$ cat src/rtl/twsPkg.sv
package twsPkg;

  typedef enum logic [2:0] {
    ST_IDLE,
    ST_SEL,
    ST_ADDR_HI,
    ST_ADDR_LO,
    ST_WDATA,
    ST_RDATA
  } twsState_e;

  // bus events seen by the control, produced by the datapath
  typedef struct packed {
    logic sclRise;
    logic sclFall;
    logic startDet;
    logic stopDet;
    logic sdaBit;
  } twsEvt_t;

  // strobes from control to datapath
  typedef struct packed {
    logic shiftIn;
    logic loadHi;
    logic loadLo;
    logic wrByte;
    logic incRead;
    logic loadTx;
    logic shiftTx;
    logic drvAck;
    logic relBus;
  } twsCmd_t;

endpackage

$ cat src/rtl/twsDatapath.sv
module twsDatapath
  import twsPkg::*;
#(
  parameter int ADDR_W      = 14,
  parameter int PAGE_W      = 6,
  parameter int SYNC_STAGES = 2
) (
  input  logic              clk,
  input  logic              rstN,
  input  logic              sclIn,
  input  logic              sdaIn,
  input  twsCmd_t           cmd,
  output twsEvt_t           evt,
  output logic [7:0]        rxByte,
  output logic              sdaPullLow,
  output logic              wrValid,
  output logic [ADDR_W-1:0] wrAddr,
  output logic [7:0]        wrData
);

  localparam int HI_W = ADDR_W - 8;

  logic [SYNC_STAGES-1:0] sclSync, sdaSync;
  logic sclS, sdaS, sclP, sdaP;
  logic [7:0]        rxShift;
  logic [6:0]        txShift;
  logic [ADDR_W-1:0] addrCnt;
  logic [7:0]        memData;

  function automatic logic [7:0] memByte(input logic [ADDR_W-1:0] a);
    return a[7:0] ^ 8'(a >> 8) ^ 8'h80;
  endfunction

  assign sclS = sclSync[SYNC_STAGES-1];
  assign sdaS = sdaSync[SYNC_STAGES-1];

  always_ff @(posedge clk) begin
    if (!rstN) begin
      sclSync <= '1;
      sdaSync <= '1;
      sclP    <= 1'b1;
      sdaP    <= 1'b1;
    end else begin
      sclSync <= {sclSync[SYNC_STAGES-2:0], sclIn};
      sdaSync <= {sdaSync[SYNC_STAGES-2:0], sdaIn};
      sclP    <= sclS;
      sdaP    <= sdaS;
    end
  end

  assign evt.sclRise  = sclS & ~sclP;
  assign evt.sclFall  = ~sclS & sclP;
  assign evt.startDet = sclS & sclP & sdaP & ~sdaS;
  assign evt.stopDet  = sclS & sclP & ~sdaP & sdaS;
  assign evt.sdaBit   = sdaS;

  assign rxByte  = rxShift;
  assign memData = memByte(addrCnt);

  always_ff @(posedge clk) begin
    if (!rstN) begin
      rxShift    <= '0;
      txShift    <= '0;
      addrCnt    <= '0;
      sdaPullLow <= 1'b0;
      wrValid    <= 1'b0;
      wrAddr     <= '0;
      wrData     <= '0;
    end else begin
      wrValid <= 1'b0;
      if (cmd.shiftIn) rxShift <= {rxShift[6:0], sdaS};
      if (cmd.loadHi)  addrCnt[ADDR_W-1:8] <= rxShift[HI_W-1:0];
      if (cmd.loadLo)  addrCnt[7:0] <= rxShift;
      if (cmd.wrByte) begin
        wrValid <= 1'b1;
        wrAddr  <= addrCnt;
        wrData  <= rxShift;
        addrCnt <= {addrCnt[ADDR_W-1:PAGE_W], addrCnt[PAGE_W-1:0] + PAGE_W'(1)};
      end
      if (cmd.incRead) addrCnt <= addrCnt + ADDR_W'(1);
      if (cmd.relBus)  sdaPullLow <= 1'b0;
      if (cmd.drvAck)  sdaPullLow <= 1'b1;
      if (cmd.loadTx) begin
        txShift    <= memData[6:0];
        sdaPullLow <= ~memData[7];
      end
      if (cmd.shiftTx) begin
        txShift    <= {txShift[5:0], 1'b0};
        sdaPullLow <= ~txShift[6];
      end
    end
  end

endmodule

$ cat src/rtl/twsControl.sv
module twsControl
  import twsPkg::*;
#(
  parameter logic [3:0] DEV_ID = 4'b1010
) (
  input  logic       clk,
  input  logic       rstN,
  input  twsEvt_t    evt,
  input  logic [7:0] rxByte,
  input  logic [1:0] strapAddr,
  output twsCmd_t    cmd,
  output twsState_e  state
);

  localparam logic [7:0] SEL_MASK = 8'b1111_0110;
  localparam logic [3:0] LAST_BIT = 4'd8;
  localparam logic [3:0] ACK_END  = 4'd9;

  twsState_e  nextState;
  logic [3:0] bitCnt, nextCnt;
  logic       readSel, masterAck;
  logic       selMatch, capSel;

  assign selMatch = (rxByte & SEL_MASK) == {DEV_ID, 1'b0, strapAddr, 1'b0};

  always_comb begin
    cmd       = '0;
    nextState = state;
    nextCnt   = bitCnt;
    capSel    = 1'b0;
    if (evt.startDet) begin
      nextState  = ST_SEL;
      nextCnt    = '0;
      cmd.relBus = 1'b1;
    end else if (evt.stopDet) begin
      nextState  = ST_IDLE;
      nextCnt    = '0;
      cmd.relBus = 1'b1;
    end else if (state != ST_IDLE) begin
      if (evt.sclRise && bitCnt < ACK_END) begin
        if (bitCnt < LAST_BIT && state != ST_RDATA) cmd.shiftIn = 1'b1;
        nextCnt = 4'(bitCnt + 4'd1);
      end
      if (evt.sclFall) begin
        if (bitCnt == LAST_BIT) begin
          unique case (state)
            ST_SEL: begin
              if (selMatch) begin
                cmd.drvAck = 1'b1;
                capSel     = 1'b1;
              end else begin
                cmd.relBus = 1'b1;
                nextState  = ST_IDLE;
                nextCnt    = '0;
              end
            end
            ST_ADDR_HI: begin cmd.loadHi = 1'b1; cmd.drvAck = 1'b1; end
            ST_ADDR_LO: begin cmd.loadLo = 1'b1; cmd.drvAck = 1'b1; end
            ST_WDATA:   begin cmd.wrByte = 1'b1; cmd.drvAck = 1'b1; end
            ST_RDATA:   begin cmd.incRead = 1'b1; cmd.relBus = 1'b1; end
            default: ;
          endcase
        end else if (bitCnt == ACK_END) begin
          nextCnt = '0;
          unique case (state)
            ST_SEL: begin
              if (readSel) begin
                cmd.loadTx = 1'b1;
                nextState  = ST_RDATA;
              end else begin
                cmd.relBus = 1'b1;
                nextState  = ST_ADDR_HI;
              end
            end
            ST_ADDR_HI: begin cmd.relBus = 1'b1; nextState = ST_ADDR_LO; end
            ST_ADDR_LO: begin cmd.relBus = 1'b1; nextState = ST_WDATA; end
            ST_WDATA:   cmd.relBus = 1'b1;
            ST_RDATA: begin
              if (masterAck) cmd.loadTx = 1'b1;
              else begin
                cmd.relBus = 1'b1;
                nextState  = ST_IDLE;
              end
            end
            default: ;
          endcase
        end else if (state == ST_RDATA && bitCnt != 4'd0) begin
          cmd.shiftTx = 1'b1;
        end
      end
    end
  end

  always_ff @(posedge clk) begin
    if (!rstN) begin
      state     <= ST_IDLE;
      bitCnt    <= '0;
      readSel   <= 1'b0;
      masterAck <= 1'b0;
    end else begin
      state  <= nextState;
      bitCnt <= nextCnt;
      if (capSel) readSel <= rxByte[0];
      if (evt.sclRise && bitCnt == LAST_BIT) masterAck <= ~evt.sdaBit;
    end
  end

endmodule

$ cat src/rtl/twsSlave.sv
module twsSlave
  import twsPkg::*;
#(
  parameter int         ADDR_W      = 14,
  parameter int         PAGE_W      = 6,
  parameter int         SYNC_STAGES = 2,
  parameter logic [3:0] DEV_ID      = 4'b1010
) (
  input  logic              clk,
  input  logic              rstN,
  input  logic              sclIn,
  input  logic              sdaIn,
  input  logic [1:0]        strapAddr,
  output logic              sdaPullLow,
  output logic              wrValid,
  output logic [ADDR_W-1:0] wrAddr,
  output logic [7:0]        wrData
);

  twsCmd_t    ctlCmd;
  twsEvt_t    dpEvt;
  twsState_e  ctlState;
  logic [7:0] dpRxByte;

  twsControl #(.DEV_ID(DEV_ID)) ctl_i (
    .clk(clk), .rstN(rstN), .evt(dpEvt), .rxByte(dpRxByte),
    .strapAddr(strapAddr), .cmd(ctlCmd), .state(ctlState)
  );

  twsDatapath #(.ADDR_W(ADDR_W), .PAGE_W(PAGE_W), .SYNC_STAGES(SYNC_STAGES)) dp_i (
    .clk(clk), .rstN(rstN), .sclIn(sclIn), .sdaIn(sdaIn), .cmd(ctlCmd),
    .evt(dpEvt), .rxByte(dpRxByte), .sdaPullLow(sdaPullLow),
    .wrValid(wrValid), .wrAddr(wrAddr), .wrData(wrData)
  );

endmodule

$ cat config.mk
export PLATFORM = sky130hd
export DESIGN_NAME = twsSlave
export DESIGN_NICKNAME = d
export VERILOG_FILES = /design/src/rtl/twsPkg.sv /design/src/rtl/twsDatapath.sv /design/src/rtl/twsControl.sv /design/src/rtl/twsSlave.sv
export SDC_FILE = /design/constraint.sdc
export NUM_CORES = 1
export LEC_CHECK = 0
export BUFFER_PORTS_ARGS = -buffer_cell sky130_fd_sc_hd__buf_2
export CORE_ASPECT_RATIO = 1.25
export CORE_MARGIN = 3
export CORE_UTILIZATION = 50
export CTS_CLUSTER_DIAMETER = 50
export DETAILED_ROUTE_END_ITERATION = 6
export PLACE_DENSITY = 0.8
export SYNTH_ARGS = -nofsm -noshare
export SYNTH_HDL_FRONTEND = slang
export SYNTH_SLANG_ARGS = --single-unit
$ cat constraint.sdc
create_clock -name clk -period 2.7 [get_ports clk]
set_input_delay 0.405 -clock clk [delete_from_list [all_inputs] [get_ports clk]]
set_output_delay 0.405 -clock clk [all_outputs]
set_load 0.05 [all_outputs]
---- Yosys cells after proc, flatten, opt, wreduce, memory -nomap -nowiden ----
Index checks and enable logic that the tools add are counted.
storage, ports and cells
  flip-flop bits (word level) ............. 68
  input port bits ......................... 6
  output and inout port bits .............. 24
  logic and storage cells ................. 142
cells by class
  add/sub/neg operators ................... 3
  $lt $le $gt $ge ......................... 2
  equality and inequality tests ........... 18
  muxes and demuxes ....................... 64
  bitwise operators ....................... 14
  reduce and logical (&&, ||, !) cells .... 22
operators by type and width
  cell                                                                    count
  1-bit two-way mux                                                       35
  8-bit two-way mux                                                       4
  14-bit two-way mux                                                      2
  4-bit two-way mux                                                       7
  3-bit two-way mux                                                       6
  14-bit by 1-bit adder with 14-bit output (second input constant)        1
  7-bit two-way mux                                                       2
  7-bit AND reduction                                                     2
  3-bit case mux with 4 select lines                                      1
  3-bit nonzero test                                                      4
  4-bit nonzero test                                                      3
  9-bit two-way mux                                                       1
  4-bit equality test (second input constant)                             2
  4-bit less-than comparator (second input constant)                      2
  4-bit by 2-bit != test with 1-bit output (second input constant)        2
  2-bit nonzero test                                                      4
  8-bit by 6-bit bitwise XOR with 8-bit output                            1
  1-bit AND                                                               7
  7-bit by 5-bit != test with 1-bit output (second input constant)        1
  6-bit by 1-bit adder with 6-bit output (second input constant)          1
  3-bit by 2-bit equality test with 1-bit output (second input constant)  2
  3-bit equality test (second input constant)                             2
  6-bit equality test                                                     1
  6-bit two-way mux                                                       1
  other kinds (14)                                                        29

---- Longest topological paths before layout ----
Gate-level depths: netlist of run 1.
  depth in word-level cells ............... 13
  depth in mapped cells ................... 9
  depth with buffers taken out ............ 7

---- Cells and area by module ----
Synthesis of run 1 repeated with hierarchy kept, for this count alone.
second synthesis, totals
  cell total of the unflattened synthesis .. 384
  area, all modules ....................... 3365.7 sq um
modules (own cells, without submodules)
  module       instances  cells each  area an instance (sq um)  sequential area each (sq um)
  twsDatapath  1          275         2560.0                    1181.1
  twsControl   1          109         805.8                     180.2

---- Worst setup path before layout of run 1 ----
No wires, ideal clock.
  kind .................................... reg-to-reg
  start ................................... register ctl_i.bitCnt[0]
  end ..................................... register dp_i.addrCnt[11]
  setup time .............................. 123 ps
  arrival ................................. 1779 ps
  data required time ...................... 2577 ps
  path slack .............................. 798 ps
  cell stages (with the launch flop) ...... 9
  path buffers ............................ 2
  cell sequence ........................... dfxtp_1 inv_1 ha_1 nand3b_1 buf_2 or3_1 clkbuf_1 a221oi_1 nor2_1
on the way
  word-level cells in the longest chain between the ends .. 8
  elaborated cells between the ends (all ways) .. 10
  those cells by class .................... eq/ne: 2; mux: 6; reduce/logical: 2
RTL lines
  item                                                           line               source
  start, declared                                                twsControl.sv:20   logic [3:0] bitCnt, nextCnt;
  start signal, assigned                                         twsControl.sv:102  bitCnt <= nextCnt;
  4-bit equality test *                                          twsControl.sv:45   if (bitCnt == LAST_BIT) begin
  4-bit two-way mux *                                            twsControl.sv:45
  8-bit two-way mux *                                            twsControl.sv:44   if (evt.sclFall) begin
  9-bit two-way mux *                                            twsControl.sv:39   end else if (state != ST_IDLE) begin
  8-bit two-way mux *                                            twsControl.sv:35   end else if (evt.stopDet) begin
  8-bit two-way mux *                                            twsControl.sv:31   if (evt.startDet) begin
  2-bit != test (no line) or 2-bit nonzero test (tied branches)  -
  2-bit AND reduction (no line)                                  -
  end signal, assigned by index                                  twsDatapath.sv:72  if (cmd.loadHi) addrCnt[ADDR_W-1:8] <= rxShift[HI_W-1:0];
  end signal, assigned                                           twsDatapath.sv:78  addrCnt <= {addrCnt[ADDR_W-1:PAGE_W], addrCnt[PAGE_W-1:0] + PAGE_W'(1)};
  end signal, assigned                                           twsDatapath.sv:80  if (cmd.incRead) addrCnt <= addrCnt + ADDR_W'(1);
  end, declared                                                  twsDatapath.sv:27  logic [ADDR_W-1:0] addrCnt;
Mark *: on every way between the ends. The rest lies on a longest branch, timed or not.
A chain may end at the register's enable or synchronous reset.

---- Worst setup path in the final report of run 1 ----
  start ................................... register ctl_i.bitCnt[1]
  end ..................................... register dp_i.addrCnt[4]
on the way
  word-level cells in the longest chain between the ends .. 8
  elaborated cells between the ends (all ways) .. 9
  those cells by class .................... eq/ne: 1; mux: 7; reduce/logical: 1
RTL lines
  item                   line               source
  4-bit equality test *  twsControl.sv:45
  4-bit two-way mux *    twsControl.sv:45
  8-bit two-way mux *    twsControl.sv:44
  9-bit two-way mux *    twsControl.sv:39
  8-bit two-way mux *    twsControl.sv:35
  8-bit two-way mux *    twsControl.sv:31
  14-bit two-way mux     twsDatapath.sv:74  if (cmd.wrByte) begin
  14-bit two-way mux     twsDatapath.sv:80
  end signal, assigned   twsDatapath.sv:73  if (cmd.loadLo) addrCnt[7:0] <= rxShift;
  end signal, assigned   twsDatapath.sv:78
  end signal, assigned   twsDatapath.sv:80
Mark *: on every way between the ends. The rest lies on a longest branch, timed or not. The select of a mux whose other input is x is not followed.

==> impl_metrics.toml, run 1 <==
[grt]
grt_use_total = 0.2133
antenna_found_initial = 0
grt_max_degree = 33
grt_first_pass_wirelength_um = 13210
grt_overflow_total = 0
grt_pass1_vias = 2774

[flow_run]
cap_viol_max_count = 0

[critical_path]
slowest_delay_ns = 0.68
crit_type = "reg -> reg"
start_kind = "flop"
critPathArrivalTime_ns = 2.56
endpoint_kind = "flop"
worstPathRequired_ns = 2.98
slowest_stage = "nor3_1"
cp_max_fo = 11
path_cells = "inv_1 -> ha_1 -> nand3b_1 -> nor3_1 -> and2_1 -> o21ai_1 -> a21oi_1"

[logic_synthesis]
yosys_warnings = 0
synth_top_area_cell = "dfxtp_1"
synth_cell_types = 55
synth_top_area_frac = 0.4079
mappedNetlistArea_um2 = 3337
syn-num-nets = 395
synth.area.top_cells = "dfxtp_1 41%, mux2i_1 10%, nor2_1 6.9%"
async_flop_share = 0
syn_area_per_cell_um2 = 8.667
synth_cells = 385
synth_seq_cells = 68
synthFlopType = "dfxtp_1"
synth_edf_count = 0
ys_seq_area_frac = 0.4079

[final_layout]
drive_above_1_share = 0.1446
syn2layout_area_growth_pct = 11.10
nets = 413
antennaDiodeCount = 0
stdcell_count = 493
fin_area_um2 = 3707
fillers = 573
utilization = 0.5860
final_cell_mix = "68 x dfxtp_1, 61 x nor2_1, 34 x mux2i_1, 29 x buf_2, 23 x nand2_1"
final_common_cell = "dfxtp_1"

[outcome]
status = "completed"

[timing]
setup_viol = 0
fin_crit_sh = 0.8447
holdWs_ns = 0.2293
maxSlewViolCount = 0
fin_tns_setup_ns = 0
hold_viol_final = 0
relSlewSlack = 0.5070
worst_clock_skew_ns = 0.009069
period_needed_ns = 2.281
worstMarginPinSlew_ns = 0.7339
clock.fmax_ghz = 0.4385
rsz0062_at_grt = "no"

[clocking]
clk_pin_slew_worst_paths_ns = 0.08
cts_hold_buf = 0
cts.path.max_buffers = 2
clock_latency_ns = 0.35
post-cts-setup-buffer-count = 0
root_buffer = "clkbuf_8"
htree_levels = 3
tritoncts = "yes"
cts_inserted_buffers = 9
clock-sinks = 68
post_cts_resized = 0

[pwr]
power_density_nw_per_um2 = 509.2
vdd_drop_max_uv = 392.9
leakage_nw = 1.503

[place]
port_buffers = 29
dp_cells = 477
dpl-instance-area_um2 = 3515
gp_congestion = 0.9076
dp_hpwl_um = 5495

[floorplanning]
dieArea_um2 = 7696
die_w_um = 79.07
ios = 30
start_util = 0.5275
rows = 32
coreArea_um2 = 6326
die_y_um = 97.34

[routing]
routed_wl_um = 7734
drc = 0
drt_first_pass_iters = 5
wire_per_inst_um = 15.69
drtIter0Drc = 248
vias_per_cell = 5.817
drt.antenna.violating_nets = 0
via_count = 2868

[hold_path]
hold_class = "in -> reg"
cells by family (layout without fill, tap and decap cells):
group	count (synthesis)	count (layout)	share of synthesized area
simple gates	151	151	0.2283
compound gates	80	80	0.1665
flops	68	68	0.4080
mux	35	35	0.1054
buf+inv	34	57	0.04274
xor+xnor	13	13	0.03412
fa+ha+maj	4	4	0.01500
flip-flops by register name, indices dropped and copies added (netlist names):
register	cells
dp_i.wrAddr	14
dp_i.wrData	8
dp_i.sclP	1
ctl_i.masterAck	1
dp_i.sdaSync	2
dp_i.sdaPullLow	1
ctl_i.readSel	1
dp_i.sdaP	1
dp_i.txShift	7
dp_i.sclSync	2
ctl_i.bitCnt	4
dp_i.wrValid	1
ctl_i.state	3
dp_i.addrCnt	14
dp_i.rxByte	8
path summary, 6_finish.rpt:
kind / start / depth (start not counted) / to / slack, ns
max: ctl_i.bitCnt[1]$_SDFFE_PP0N_ / 7 / dp_i.addrCnt[4]$_SDFFE_PN0P_ / 0.42
min reg2reg: dp_i.sdaSync[0]$_SDFF_PN1_ / 1 / dp_i.sdaSync[1]$_SDFF_PN1_ / 0.42
max reg2reg: ctl_i.bitCnt[1]$_SDFFE_PP0N_ / 7 / dp_i.addrCnt[4]$_SDFFE_PN0P_ / 0.42
min: sdaIn / 2 / dp_i.sdaSync[0]$_SDFF_PN1_ / 0.23
through the flow:
stage / power, W / setup slack [ns]
detailed placement: 0.001091 / 0.5015
CTS: 0.001901 / 0.4845
floorplan: 0.001073 / 0.7983
global route: 0.001945 / 0.2323
global placement: 0.001089 / 0.5391
finish: 0.001888 / 0.4193
cells in the mapped netlist (2+ instances only):
cell / number
nor3_1: 6
a21o_1: 3
buf_2: 11
xor2_1: 7
nand2b_1: 12
nor2_2: 2
xnor2_1: 6
and3b_1: 2
nand2_1: 23
a2bb2oi_1: 2
a41oi_1: 3
nor4bb_1: 2
a221oi_1: 4
and4_1: 3
nor3b_1: 2
a31oi_1: 3
ha_1: 4
or3_1: 2
nor3_2: 2
nor2b_1: 3
inv_1: 9
dfxtp_1: 68
a21oi_1: 20
nand3_1: 15
clkbuf_1: 13
a22oi_1: 8
and2_1: 3
nor2_1: 61
o31ai_1: 3
mux2i_1: 34
o21ai_0: 14
a211oi_1: 3
nand3b_1: 5
a311oi_1: 3
nand4_1: 4
power breakdown:
part / total, W / internal, W / switching, W
combinational: 0.0000537 / 0.0000182 / 0.0000355
sequential: 0.00101 / 0.00101 / 0.00000737
clock: 0.000820 / 0.000426 / 0.000393
area by class of cell:
type	instances	area, um^2	share of cell area
Clock buffer	10	127.6	0.03442
Clock inverter	6	65.06	0.01755
Sequential cell	68	1361	0.3672
Multi-Input combinational cell	283	1833	0.4944
Inverter	9	33.78	0.009112
Tap cell	85	106.4	0.02869
Timing Repair Buffer	32	180.2	0.04860
critical path, delay by kind of cell, from the launching register on:
| kind | cells | cell delay (ns) |
|---|---|---|
| buf+inv | 1 | 0.10 |
| flops | 1 | 0.33 |
| simple gates | 3 | 1.29 |
| fa+ha+maj | 1 | 0.28 |
| compound gates | 2 | 0.21 |
per-layer routing:
| layer | wire, um | part of all wire | track usage |
|---|---|---|---|
| met5 | 0 | 0 | 0 |
| met4 | 288 | 0.037 | 0.1190 |
| met3 | 374 | 0.048 | 0.04453 |
| met2 | 3752 | 0.49 | 0.3392 |
| met1 | 3318 | 0.43 | 0.2653 |
Power figures use the tool's default switching activity.
==> run 2, diff against run 1 <==
Clock period 2.7 ns to 2.4 ns, I/O delays scaled along.
==> impl_metrics.toml, run 2 (synthesis gave the netlist of run 1 again) <==
[place]
dpl-instance-area_um2 = 3547
dp_cells = 483
dp_hpwl_um = 5538
gp_congestion = 0.9226
port_buffers = 29

[final_layout]
fin_area_um2 = 3761
stdcell_count = 499
multi_input_area_um2 = 1839
syn2layout_area_growth_pct = 12.71
nets = 419
final_common_cell = "dfxtp_1"
antennaDiodeCount = 0
final_cell_mix = "68 x dfxtp_1, 61 x nor2_1, 34 x mux2i_1, 29 x buf_2, 23 x nand2_1"
top_regs = "dp_i.addrCnt (14), dp_i.wrAddr (14)"
regArea_um2 = 1361
fillers = 593
drive_above_1_share = 0.1618

[timing]
hold_viol_final = 0
fin_crit_sh = 0.9344
worstMarginPinSlew_ns = 0.6124
fin_tns_setup_ns = 0
maxSlewViolCount = 0
clock.fmax_ghz = 0.4459
rsz0062_at_grt = "yes"
worst_clock_skew_ns = 0.006987
relSlewSlack = 0.5908
setup_viol = 0
period_needed_ns = 2.243

[routing]
vias_per_cell = 5.838
routed_wl_um = 7943
via_count = 2913
drc = 0
drt.antenna.violating_nets = 0
wire_per_inst_um = 15.92
drtIter0Drc = 358
drt_first_pass_iters = 7

[critical_path]
worstPathRequired_ns = 2.64
slowest_stage = "or3_1"
start_kind = "flop"
cp_max_fo = 11
slowest_delay_ns = 0.63
crit_type = "reg -> reg"
endpoint_kind = "flop"
path_cells = "inv_1 -> ha_1 -> nand3b_1 -> or3_1 -> a221oi_1 -> nor2_1"
critPathArrivalTime_ns = 2.48

[floorplanning]
die_y_um = 97.34
die_w_um = 79.07
coreArea_um2 = 6326
ios = 30
start_util = 0.5275
rows = 32
dieArea_um2 = 7696

[clocking]
clk_pin_slew_worst_paths_ns = 0.07
post-cts-setup-buffer-count = 0
htree_levels = 3
cts.path.max_buffers = 2
cts_hold_buf = 0
clock_latency_ns = 0.35
clock-sinks = 68
root_buffer = "clkbuf_8"
post_cts_resized = 0
cts_inserted_buffers = 9
tritoncts = "yes"

[grt]
grt_max_degree = 50
grt_pass1_vias = 2789
grt_first_pass_wirelength_um = 13660
grt_use_total = 0.2222
antenna_found_initial = 0
grt_overflow_total = 0

[hold_path]
hold_class = "in -> reg"

[pwr]
leakage_nw = 1.531
vdd_drop_max_uv = 418.4
power_density_nw_per_um2 = 578.2
p_total_w = 0.002175

[flow_run]
cap_viol_max_count = 0

[outcome]
status = "completed"
-- run 2: cell types whose count changed in the layout (fill, tap and decap cells not counted) --
cell	change
a311oi_1	-1
a311oi_2	+1
buf_12	-1
buf_4	+7
clkbuf_1	-1
clkbuf_8	+1
clkinv_2	-2
clkinv_4	-2
clkinvlp_4	+2
inv_6	+2
-- run 2: path summary, 6_finish.rpt --
check	from	to	slack, ns	cells past startpoint
hold reg to reg	dp_i.sclSync[0]$_SDFF_PN1_	dp_i.sclSync[1]$_SDFF_PN1_	0.41	1
hold / removal	sclIn	dp_i.sclSync[0]$_SDFF_PN1_	0.18	2
setup reg to reg	ctl_i.bitCnt[0]$_SDFFE_PP0N_	dp_i.addrCnt[11]$_SDFFE_PN0P_	0.16	6
setup / recovery	ctl_i.bitCnt[0]$_SDFFE_PP0N_	dp_i.addrCnt[11]$_SDFFE_PN0P_	0.16	6
-- run 2: area by class of cell --
class                           count  area share
Multi-Input combinational cell    283      0.4890
Inverter                            9    0.008982
Tap cell                           85     0.02828
Sequential cell                    68      0.3619
Clock buffer                       10     0.03659
Timing Repair Buffer               38     0.05655
Clock inverter                      6     0.01863
-- run 2: report_power, final --
group          switching (W)  internal, W
Combinational      0.0000395    0.0000184
Clock               0.000462     0.000514
Sequential        0.00000794      0.00113
Total               0.000509      0.00167
-- run 2: layer usage --
layer	vias up	GRT usage	share of wire
li1	1419	-	-
met1	1367	0.2845	0.44
met2	98	0.3398	0.48
met3	29	0.05566	0.047
met4	0	0.1190	0.036
met5	-	0	0
-- run 2: critical path, delay by kind of cell (launching register included) --
kind                       cells  cell delay (ns)
AOI/OAI and AO/OA              1             0.34
adders and majority gates      1             0.27
buffers and inverters          1             0.07
DFF                            1             0.36
and+or+nand+nor                3             1.09
-- run 2: stage by stage --
step           setup slack (ns)  hold slack (ns)  utilization
2_1_floorplan            0.4983           0.3863            -
6_report                 0.1573           0.1834       0.5945
5_1_grt                -0.04089           0.1866       0.5945
4_1_cts                  0.1609           0.1708       0.5936
3_5_place_dp             0.1989           0.4022       0.5607
3_3_place_gp             0.2712           0.3866       0.5607
==> run 3, diff against run 2 <==
Settings changed: CTS_BUF_LIST set to sky130_fd_sc_hd__clkbuf_2.
==> impl_metrics.toml, run 3 (synthesis gave the netlist of run 1 again) <==
[outcome]
status = "completed"

[pwr]
leakage_nw = 1.525
p_int_w = 0.001400
clock_power_share = 0.360
combPwrFrac = 0.032
power_density_nw_per_um2 = 507.9
switching_share = 0.2567
seq_power_share = 0.608
p_switching_w = 0.0004833
vdd_drop_max_uv = 536.0

[floorplanning]
start_util = 0.5275
ios = 30
dieArea_um2 = 7696
die_y_um = 97.34
rows = 32
coreArea_um2 = 6326
die_w_um = 79.07

[final_layout]
final_common_cell = "dfxtp_1"
top_regs = "dp_i.addrCnt (14), dp_i.wrAddr (14)"
multi_input_area_um2 = 1851
final_cell_mix = "68 x dfxtp_1, 61 x nor2_1, 34 x mux2i_1, 29 x buf_2, 23 x nand2_1"
syn2layout_area_growth_pct = 11.10
nets = 421
drive_above_1_share = 0.1611
regArea_um2 = 1361
fillers = 592
antennaDiodeCount = 0
fin_area_um2 = 3707

[routing]
vias_per_cell = 5.786
drt_first_pass_iters = 5
via_count = 2899
routed_wl_um = 7886
wire_per_inst_um = 15.74
drt.antenna.violating_nets = 0
drc = 0
drtIter0Drc = 328

[critical_path]
crit_type = "reg -> reg"
endpoint_kind = "flop"
slowest_stage = "nand3b_1"
timing.rr.end = "ctl_i.state[1]$_SDFFE_PP0P_"
start_kind = "flop"
reg2regPathDepth = 7
rrSetupSlack_ns = 0.15
critPathArrivalTime_ns = 2.68
worstPathRequired_ns = 2.83
crit_start = "ctl_i.bitCnt[0]$_SDFFE_PP0N_"
cp_max_fo = 11
r2r-start = "ctl_i.bitCnt[0]$_SDFFE_PP0N_"
slowest_delay_ns = 0.43
path_cells = "inv_1 -> ha_1 -> nand3b_1 -> a311oi_2 -> o211a_2 -> a21oi_1 -> a211oi_1"
cp-endpoint = "ctl_i.state[1]$_SDFFE_PP0P_"

[grt]
antenna_found_initial = 0
grt_overflow_total = 0
grt_pass1_vias = 2815
grt_use_total = 0.2195
grt_max_degree = 50
grt_first_pass_wirelength_um = 13570

[timing]
maxSlewViolCount = 0
clock.fmax_ghz = 0.4441
worstMarginPinSlew_ns = 0.6434
worst_clock_skew_ns = 0.02599
setup_viol = 0
hold_viol_final = 0
fin_crit_sh = 0.9382
rsz0062_at_grt = "yes"
fin_tns_setup_ns = 0
period_needed_ns = 2.252
relSlewSlack = 0.5702

[clocking]
root_buffer = "clkbuf_2"
post-cts-setup-buffer-count = 0
htree_levels = 3
tritoncts = "yes"
clock_latency_ns = 0.52
cts.path.max_buffers = 2
clk_pin_slew_worst_paths_ns = 0.20
cts_inserted_buffers = 9
clock-sinks = 68

[place]
gp_congestion = 0.9226
dp_hpwl_um = 5538
dpl-instance-area_um2 = 3547
port_buffers = 29

[flow_run]
cap_viol_max_count = 0

[hold_path]
hold_class = "in -> reg"
-- run 3: critical path, delay by kind of cell (launching register included) --
| kind | cells | cell delay (ns) |
|---|---|---|
| AO/OA/AOI/OAI | 4 | 1.01 |
| AND/OR/NAND/NOR | 1 | 0.43 |
| flip-flops | 1 | 0.39 |
| adder cells (fa/ha/maj) | 1 | 0.27 |
| buffers and inverters | 1 | 0.07 |
-- run 3: area by class of cell --
class,count,area share
clock buffers,9,0.01215
well taps,85,0.02869
flip-flops and latches,68,0.3672
clock inverters,7,0.01991
multi-input cells,283,0.4992
repair buffers,40,0.06379
inverters,9,0.009112
-- run 3: power groups by stage --
stage | logic (W) | clock network (W) | registers, W
5_1_grt | 0.0000673 | 0.000744 | 0.00115
2_1_floorplan | 0.0000444 | 0 | 0.00116
4_1_cts | 0.0000595 | 0.000693 | 0.00114
6_report | 0.0000606 | 0.000678 | 0.00114
3_3_place_gp | 0.0000558 | 0 | 0.00117
3_5_place_dp | 0.0000570 | 0 | 0.00117
-- run 3: repair_timing --
action,CTS,global route
hold buffers,2,0
setup endpoints to repair,0,2
gates resized for setup,0,4
endpoints found under the hold margin,2,0
-- run 3: per-stage QoR --
stage	hold WS (ns)	std cells	setup slack (ns)	utilization	power [W]
6_report	0.1667	501	0.1483	0.5860	0.001883
5_1_grt	0.1491	501	-0.02758	0.5860	0.001959
4_1_cts	0.1463	501	0.1766	0.5827	0.001897
3_5_place_dp	0.4022	483	0.1989	0.5607	0.001224
3_3_place_gp	0.3866	483	0.2712	0.5607	0.001222
2_1_floorplan	0.3863	385	0.4983	-	0.001207
-- run 3: per-layer routing --
metal / up-vias / global-route usage / routed length (um)
met2: 104 / 0.3398 / 3855
met3: 26 / 0.04917 / 393
met4: 0 / 0.1111 / 235
met5: - / 0 / 0
met1: 1347 / 0.2839 / 3401
li1: 1422 / - / -
-- run 3: worst min path at each step --
stage	endpoint	cells after the start	startpoint
finish	dp_i.sdaSync[0]$_SDFF_PN1_	2	rstN
floorplan	dp_i.sclSync[1]$_SDFF_PN1_	1	dp_i.sclSync[0]$_SDFF_PN1_
global placement	dp_i.sclSync[1]$_SDFF_PN1_	1	dp_i.sclSync[0]$_SDFF_PN1_
global route	dp_i.sclSync[1]$_SDFF_PN1_	2	rstN
detailed placement	dp_i.sdaSync[1]$_SDFF_PN1_	1	dp_i.sdaSync[0]$_SDFF_PN1_
CTS	dp_i.sclSync[0]$_SDFF_PN1_	2	rstN
